`src/rtl/bus_mod_sequencer.sv`:
```
module bus_mod_sequencer #(
  parameter int DW      = 16,
  parameter int TMO_CYC = 8
) (
  input  logic          clk,
  input  logic          rst_n,
  input  logic          soft_rst,
  input  logic          auto_ack_en,
  input  logic          strobe,
  input  logic [1:0]    xfer_kind,
  input  logic          wr_en,
  input  logic [DW-1:0] host_wdata,
  output logic [DW-1:0] host_rdata,
  output logic          bus_ack,
  output logic          timeout_err,
  output logic          mod_clk,
  output logic [3:0]    mod_sel,
  output logic          mod_wr,
  output logic [DW-1:0] mod_wdata,
  input  logic          mod_ack,
  input  logic [DW-1:0] mod_rdata,
  input  logic [DW-1:0] mod_drive
);
  localparam int CW = (TMO_CYC > 2) ? $clog2(TMO_CYC) : 1;
  localparam logic [CW-1:0] LAST = CW'(TMO_CYC - 1);

  typedef enum logic [1:0] {S_IDLE, S_SEL, S_WAIT, S_DONE} st_t;

  st_t           st;
  logic          ph, strb_q, err_q, wr_q;
  logic [CW-1:0] cnt;
  logic [3:0]    sel_q;
  logic [DW-1:0] wd_q, rd_q;
  logic          en;

  assign en          = ph;
  assign mod_clk     = ~ph;
  assign mod_sel     = sel_q;
  assign mod_wr      = wr_q;
  assign mod_wdata   = wd_q;
  assign host_rdata  = rd_q;
  assign bus_ack     = (st == S_DONE);
  assign timeout_err = err_q;

  always_ff @(posedge clk or negedge rst_n) begin
    if (!rst_n) begin
      ph     <= 1'b0;
      strb_q <= 1'b0;
      st     <= S_IDLE;
      sel_q  <= '0;
      err_q  <= 1'b0;
      cnt    <= '0;
      wr_q   <= 1'b0;
      wd_q   <= '0;
      rd_q   <= '0;
    end else begin
      ph     <= ~ph;
      strb_q <= strobe;
      if (soft_rst) begin
        st    <= S_IDLE;
        sel_q <= '0;
        err_q <= 1'b0;
        cnt   <= '0;
      end else begin
        case (st)
          S_IDLE: if (strb_q && en) begin
            st    <= S_SEL;
            sel_q <= 4'(1) << xfer_kind;
            wr_q  <= wr_en;
            wd_q  <= host_wdata;
            err_q <= 1'b0;
            cnt   <= '0;
          end
          S_SEL: if (en) begin
            st    <= S_WAIT;
            sel_q <= '0;
          end
          S_WAIT: if (en) begin
            if (mod_ack) begin
              st   <= S_DONE;
              rd_q <= mod_rdata | ~mod_drive;
            end else if (cnt == LAST) begin
              if (auto_ack_en) begin
                st    <= S_DONE;
                err_q <= 1'b1;
                rd_q  <= '1;
              end
            end else begin
              cnt <= cnt + 1'b1;
            end
          end
          S_DONE: if (!strb_q) st <= S_IDLE;
          default: st <= S_IDLE;
        endcase
      end
    end
  end
endmodule

```
`config.mk`:
```
export PLATFORM = sky130hd
export DESIGN_NAME = bus_mod_sequencer
export DESIGN_NICKNAME = d
export VERILOG_FILES = /design/src/rtl/bus_mod_sequencer.sv
export SDC_FILE = /design/constraint.sdc
export NUM_CORES = 1
export LEC_CHECK = 0
export BUFFER_PORTS_ARGS = -buffer_cell sky130_fd_sc_hd__buf_2
export CAP_MARGIN = 30
export CELL_PAD_IN_SITES_DETAIL_PLACEMENT = 1
export CELL_PAD_IN_SITES_GLOBAL_PLACEMENT = 1
export CORE_ASPECT_RATIO = 0.5
export CORE_UTILIZATION = 35
export CTS_CLUSTER_SIZE = 16
export DETAILED_ROUTE_END_ITERATION = 10
export HOLD_SLACK_MARGIN = 0.15
export PLACE_DENSITY = 0.78
export SYNTH_ARGS = -nofsm -noshare
export SYNTH_HDL_FRONTEND = slang
export SYNTH_SLANG_ARGS = --single-unit
export TNS_END_PERCENT = 5
```
`constraint.sdc`:
```
create_clock -name clk -period 2.5 [get_ports clk]
set_clock_uncertainty 0.15 [all_clocks]
set_input_delay 0.75 -clock clk [delete_from_list [all_inputs] [get_ports clk]]
set_output_delay 0.75 -clock clk [all_outputs]
set_load 0.02 [all_outputs]
```
==> qor.yml, run 1 <==
reg2reg_slack_ps: 330
rsz0062_at_grt: "no"
synth_commonest_cells: "dfrtp_1 (45), mux2_2 (28), nand3b_1 (16)"
synth_edf_count: 0
grt_pass1_vias: 1876
crit_path_end_kind: "output port"
postCtsSetupBuffers: 0
synthCells: 159
syn_nets: 222
grt_pass1_wl_um: 9500
synth_flop_cell: "dfrtp_1"
track_usage_pct: 19.6
dieArea_mm2: 0.00637
ant_nets: 0
cts_hold_buf: 0
ys_warn_count: 0
status: "finished, final reports clean"
yosys.area.top_type: "dfrtp_1"
gp_congestion: 0.707
netlist_area_mm2: 0.00211
drt-total-wl_um: 5770
worstMarginPinSlew_ps: 768
portBuffers: 96
coreArea_mm2: 0.00566
fmax_mhz: 454
die_y_um: 56.9
worstPathMaxFanout: 9
fin_ws_ps: 300
grt_max_degree: 46
final_util_pct: 50.2
p_per_area_mw_per_mm2: 1080
dp_hpwl_um: 4170
critical_path_class: "reg2out"
reg2reg_to: "host_rdata[11]"
reg2reg_from: "cnt[0]"
slew_viol_final: 0
numCtsBuffers: 5
setup_tns_ps: 0
place_inst: 325
num_antenna_cells: 0
final_cells: 333
leakage_nw: 1.43
syn_avg_cell_area_um2: 13.3
synth_top_area_share_pct: 53.3
hold_path_end: "host_rdata[6]"
ys_seq_area_share_pct: 53.3
die_x_um: 112
area_delta_synth_final_pct: 34.3
reg2reg_depth: 6
worstPathArrival_ps: 1300
synth-seq-cells: 45
hold_start: "host_rdata[6]"
cts_max_level: 2
drc_errors: 0
via_per_inst: 5.12
holdPathStages: 1
cts.sinks: 45
crit_required_ps: 1600
synthTopCellsByArea: "dfrtp_1 (53%), mux2_2 (15%), nand3b_1 (5.7%), mux2_1 (5.3%), ha_1 (3.6%)"
insertion_delay_ps: 290
yosysUniqueCellTypes: 36
cts_tree: "done"
max_slew_margin_pct: 48.7
async_reset_ff_share_pct: 100
drt_pass1_iterations: 4
cts.clk_slew.worst_paths_ps: 60
synth_most_common_cell: "dfrtp_1"
placementRows: 19
vias: 1704
startpoint_type: "flip-flop"
dp_slack_ps: 297
ios: 97
nets: 322
peakVddDrop_v: 0.000520
drive_gt1_share_pct: 53.8
holdCritPathClass: "reg2reg"
antenna_found_initial: 0
wl_per_cell_um: 17.3
cts_resized: 0
n_fill_cell: 633
hold_violations: 0
period_needed_ps: 2200
grt_overflow: 0
period_share_pct: 88.0
start_util_pct: 37.4
clockBufferDepth: 2
maxCapViolCount: 0
root_buffer: "clkbuf_16"
drt_iter0_markers: 38
setup_viol: 0
through the flow:
| stage | cell area, µm² | hold slack, ps | total power [mW] |
|---|---|---|---|
| final | 2840 | 336 | 3.08 |
| after global routing | 2840 | 363 | 3.26 |
| after CTS | 2840 | 342 | 3.11 |
| after detailed placement | 2690 | 324 | 2.41 |
| after global placement | 2690 | 315 | 2.35 |
| after floorplan | 2110 | 304 | 1.94 |
registers in the layout (all words and copies together) (netlist names):
register and flops:
host_rdata 16, mod_wdata 16, st 2, mod_wr 1, strb_q 1, timeout_err 1, mod_sel 4, en 1
cnt 3
worst max path at each step:
stage	startpoint	end	slack (ps)	cells after the start
3_5_place_dp	mod_ack	host_rdata[11]	300	5
6_report	st[0]	bus_ack	300	3
2_1_floorplan	st[0]	host_rdata[10]	250	7
4_1_cts	st[0]	bus_ack	290	3
3_3_place_gp	mod_ack	cnt[2]	340	4
5_1_grt	st[0]	bus_ack	210	3
cells in the final DEF (no fill, tap or decap), types with 2 or more instances in the layout:
cell type	count
nor2b_1	3
a31oi_1	2
buf_2	96
mux2_2	28
nor4b_1	2
mux2_1	10
nand2_1	2
o211ai_1	4
ha_1	6
nand3_1	2
nand3b_1	16
o21ai_0	4
or4_1	3
a21oi_1	2
nor3_1	2
dfrtp_1	45
buf_4	5
inv_1	4
clkbuf_16	5
metal layers:
layer / part of all wire, % / vias up / GRT usage, %
li1: - / 788 / -
met1: 39 / 873 / 21.5
met2: 56 / 32 / 38.1
met3: 2.4 / 11 / 3.51
met4: 2.6 / 0 / 8.88
met5: 0 / - / 0
cell type report:
type | count | area, µm² | area share (%)
repair buffers | 101 | 518 | 18.2
well taps | 73 | 91.3 | 3.22
inverters | 4 | 15.0 | 0.529
multi-input cells | 102 | 936 | 33.0
clock inverters | 2 | 13.8 | 0.485
flip-flops and latches | 45 | 1130 | 39.7
clock buffers | 6 | 139 | 4.89
kinds of logic (layout without fill, tap and decap cells):
family,Yosys count,count (layout),synth area share [%]
buf+inv,12,113,2.43
compound gates,20,20,6.75
simple gates,38,38,13.7
flops,45,45,53.3
fa+ha+maj,6,6,3.55
mux,38,38,20.2
report_power, final:
group	total (mW)	switching [mW]	internal [mW]
clock	0.672	0.274	0.397
sequential	1.16	0.152	1.01
combinational	1.25	0.721	0.525
critical path: stages (launching register included):
cell and delay [ps]:
dfrtp_1 430, buf_4 190, ha_1 230, buf_2 170
Note: power is estimated with default switching activity, not from simulation.
==> run 2: changes to the inputs <==
==> constraint.sdc (replaced) <==
create_clock -name clk -period 2.5 [get_ports clk]
set_clock_uncertainty 0.15 [all_clocks]
set_input_delay 0.25 -clock clk [delete_from_list [all_inputs] [get_ports clk]]
set_output_delay 0.25 -clock clk [all_outputs]
set_load 0.02 [all_outputs]
==> run 2 against run 1 <==
  * Sequential share of layout area fell by 5.5 points
  * Largest power group unchanged
  * Design area grew 16%
  * Core utilization grew 8.0 points
  * Non-clock buffer count up 41
  * Combinational power up 6%
  * Clock-buffer cell count stayed put
==> qor.yml, run 2 (synthesis gave the netlist of run 1 again) <==
status: "finished, final reports clean"  # unchanged
drt_iter0_markers: 41  # was 38
maxCapViolCount: 0  # unchanged
crit_required_ps: 2520  # was 1600 ps
cts.sinks: 45  # unchanged
max_slew_margin_pct: 43.7  # was 48.7%
reg2reg_to: "mod_sel[0]"  # was host_rdata[11]
drt_pass1_iterations: 4  # unchanged
period_needed_ps: 2320  # was 2200 ps
grt_max_degree: 37  # was 46
final_common_cell: "buf_2"  # unchanged
dp_hpwl_um: 3940  # was 4170 µm
reg2reg_from: "st[0]"  # was cnt[0]
placed_area_mm2: 0.00268  # was 0.00269 mm²
setup_tns_ps: 0  # unchanged
leakage_nw: 1.58  # was 1.43 nW
numCtsBuffers: 5  # unchanged
coreArea_mm2: 0.00566  # unchanged
drive_gt1_share_pct: 45.8  # was 53.8%
ant_nets: 0  # unchanged
worstMarginPinSlew_ps: 843  # was 768 ps
vias: 1916  # was 1704
period_share_pct: 92.8  # was 88.0%
final_area_mm2: 0.00329  # was 0.00284 mm²
nets: 363  # was 322
p_int_mw: 2.07  # was 1.93 mW
p_clk_share_pct: 24.0  # was 21.8%
final_cells: 375  # was 333
track_usage_pct: 24.2  # was 19.6%
final_cell_mix: "buf_2 (96), dfrtp_1 (45), dlygate4sd3_1 (43)"  # was buf_2 (96), dfrtp_1 (45), mux2_2 (28)
holdPathStages: 3  # was 1
setup_viol: 0  # unchanged
p_per_area_mw_per_mm2: 1010  # was 1080 mW/mm²
critical_path_class: "reg2reg"  # was reg2out
worstPathMaxFanout: 13  # was 9
startpoint_type: "flip-flop"  # unchanged
grt_overflow: 0  # unchanged
crit_chain: "inv_1, ha_1, mux2_2, a21oi_1, mux2_2"  # was buf_4, ha_1, buf_2
root_buffer: "clkbuf_16"  # unchanged
critPathBufInv: 1  # was 2
dieArea_mm2: 0.00637  # unchanged
clockBufferDepth: 2  # unchanged
drt-total-wl_um: 7540  # was 5770 µm
insertion_delay_ps: 290  # about the same
cts_max_level: 2  # unchanged
worstPathArrival_ps: 2350  # was 1300 ps
p_switching_mw: 1.24  # was 1.15 mW
hold_start: "mod_drive[6]"  # was host_rdata[6]
die_y_um: 56.9  # unchanged
peakVddDrop_v: 0.000634  # was 0.000520 V
crit_top_cell: "mux2_2"
finalPower_mw: 3.31  # was 3.08 mW
portBuffers: 96  # unchanged
reg2reg_slack_ps: 180  # was 330 ps
hold_violations: 0  # unchanged
crit_family: "multiplexers"  # was flip-flops
drc_errors: 0  # unchanged
swShare_pct: 37.5  # was 37.3%
n_fill_cell: 625  # was 633
placementRows: 19  # unchanged
rsz0062_at_grt: "no"  # unchanged
cts_tree: "done"  # unchanged
seq_power_share_pct: 35.8  # was 37.7%
crit_slowest_cell: "dfrtp_1"  # unchanged
ios: 97  # unchanged
crit_path_end_kind: "flip-flop"  # was output port
holdCritPathClass: "in2reg"  # was reg2reg
area_delta_synth_final_pct: 55.8  # was 34.3%
max_stage_delay_ps: 600  # was 430 ps
antenna_found_initial: 1  # was 0
comb_power_share_pct: 40.2  # was 40.5%
start_util_pct: 37.4  # unchanged
die_x_um: 112  # unchanged
place_inst: 323  # was 325
grt_pass1_vias: 2204  # was 1876
grt_pass1_wl_um: 11600  # was 9500 µm
hold_path_end: "host_rdata[6]"  # unchanged
via_per_inst: 5.11  # was 5.12
wl_per_cell_um: 20.1  # was 17.3 µm
reg2reg_depth: 5  # was 6
cts_resized: 0  # unchanged
cts.clk_slew.worst_paths_ps: 70  # was 60 ps
slew_viol_final: 0  # unchanged
gp_congestion: 0.751  # was 0.707
fmax_mhz: 431  # was 454 MHz
## run 2: cell count changes in the layout (fill, tap and decap cells not counted), sizes merged
cell,change
buf,-2
clkinvlp,+1
bufinv,+1
clkinv,-2
dlygate4sd3,+43
diode,+1
## run 2: power by group through the flow
stage | clock network, mW | logic (mW) | registers [mW]
floorplan | 0 | 0.456 | 1.48
global placement | 0 | 1.19 | 1.15
detailed placement | 0 | 1.23 | 1.16
CTS | 0.792 | 1.28 | 1.16
global route | 0.838 | 1.40 | 1.21
finish | 0.796 | 1.33 | 1.19
## run 2: routing by layer
metal	vias up	wire [µm]	GRT usage, %
met5	-	0	0
met4	0	227	12.5
met3	23	227	5.42
met2	42	4050	44.5
met1	985	3030	27.1
li1	866	-	-
## run 2: stage by stage
| step | hold WS, ps | util, % | setup WS, ps |
|---|---|---|---|
| floorplan | -196 | - | 246 |
| global placement | 210 | 47.1 | 390 |
| detailed placement | -14.5 | 47.4 | 312 |
| CTS | 152 | 57.6 | 290 |
| global route | 177 | 58.2 | 65.0 |
| finish | 174 | 58.2 | 180 |
## run 2: worst max-delay path by stage
stage	from	to	slack [ps]	cells after the start
after floorplan	st[0]	host_rdata[10]	250	7
after global placement	st[0]	mod_sel[3]	390	5
after detailed placement	st[0]	mod_sel[0]	310	5
after CTS	st[0]	mod_sel[3]	290	5
after global routing	st[0]	cnt[2]	70	5
final	st[0]	mod_sel[0]	180	5
## run 2: area by class of cell
cell class                      instances  area (µm²)  share of cell area [%]
Antenna cell                            1        2.50                  0.0760
Clock buffer                            6         139                    4.22
Clock inverter                          2        37.5                    1.14
Inverter                                4        15.0                   0.456
Multi-Input combinational cell        102         936                    28.4
Sequential cell                        45        1130                    34.2
Tap cell                               73        91.3                    2.77
Timing Repair Buffer                  142         946                    28.7
## run 2: worst min-delay path: stages
cell	delay [ps]
buf_2	100
nand3b_1	80
mux2_1	150
## run 2: what timing repair did
item / in CTS / in global routing
endpoints found under the hold margin: 74 / 2
endpoints found under the setup margin: 0 / 0
hold buffers: 40 / 3
setup buffers: 0 / 0
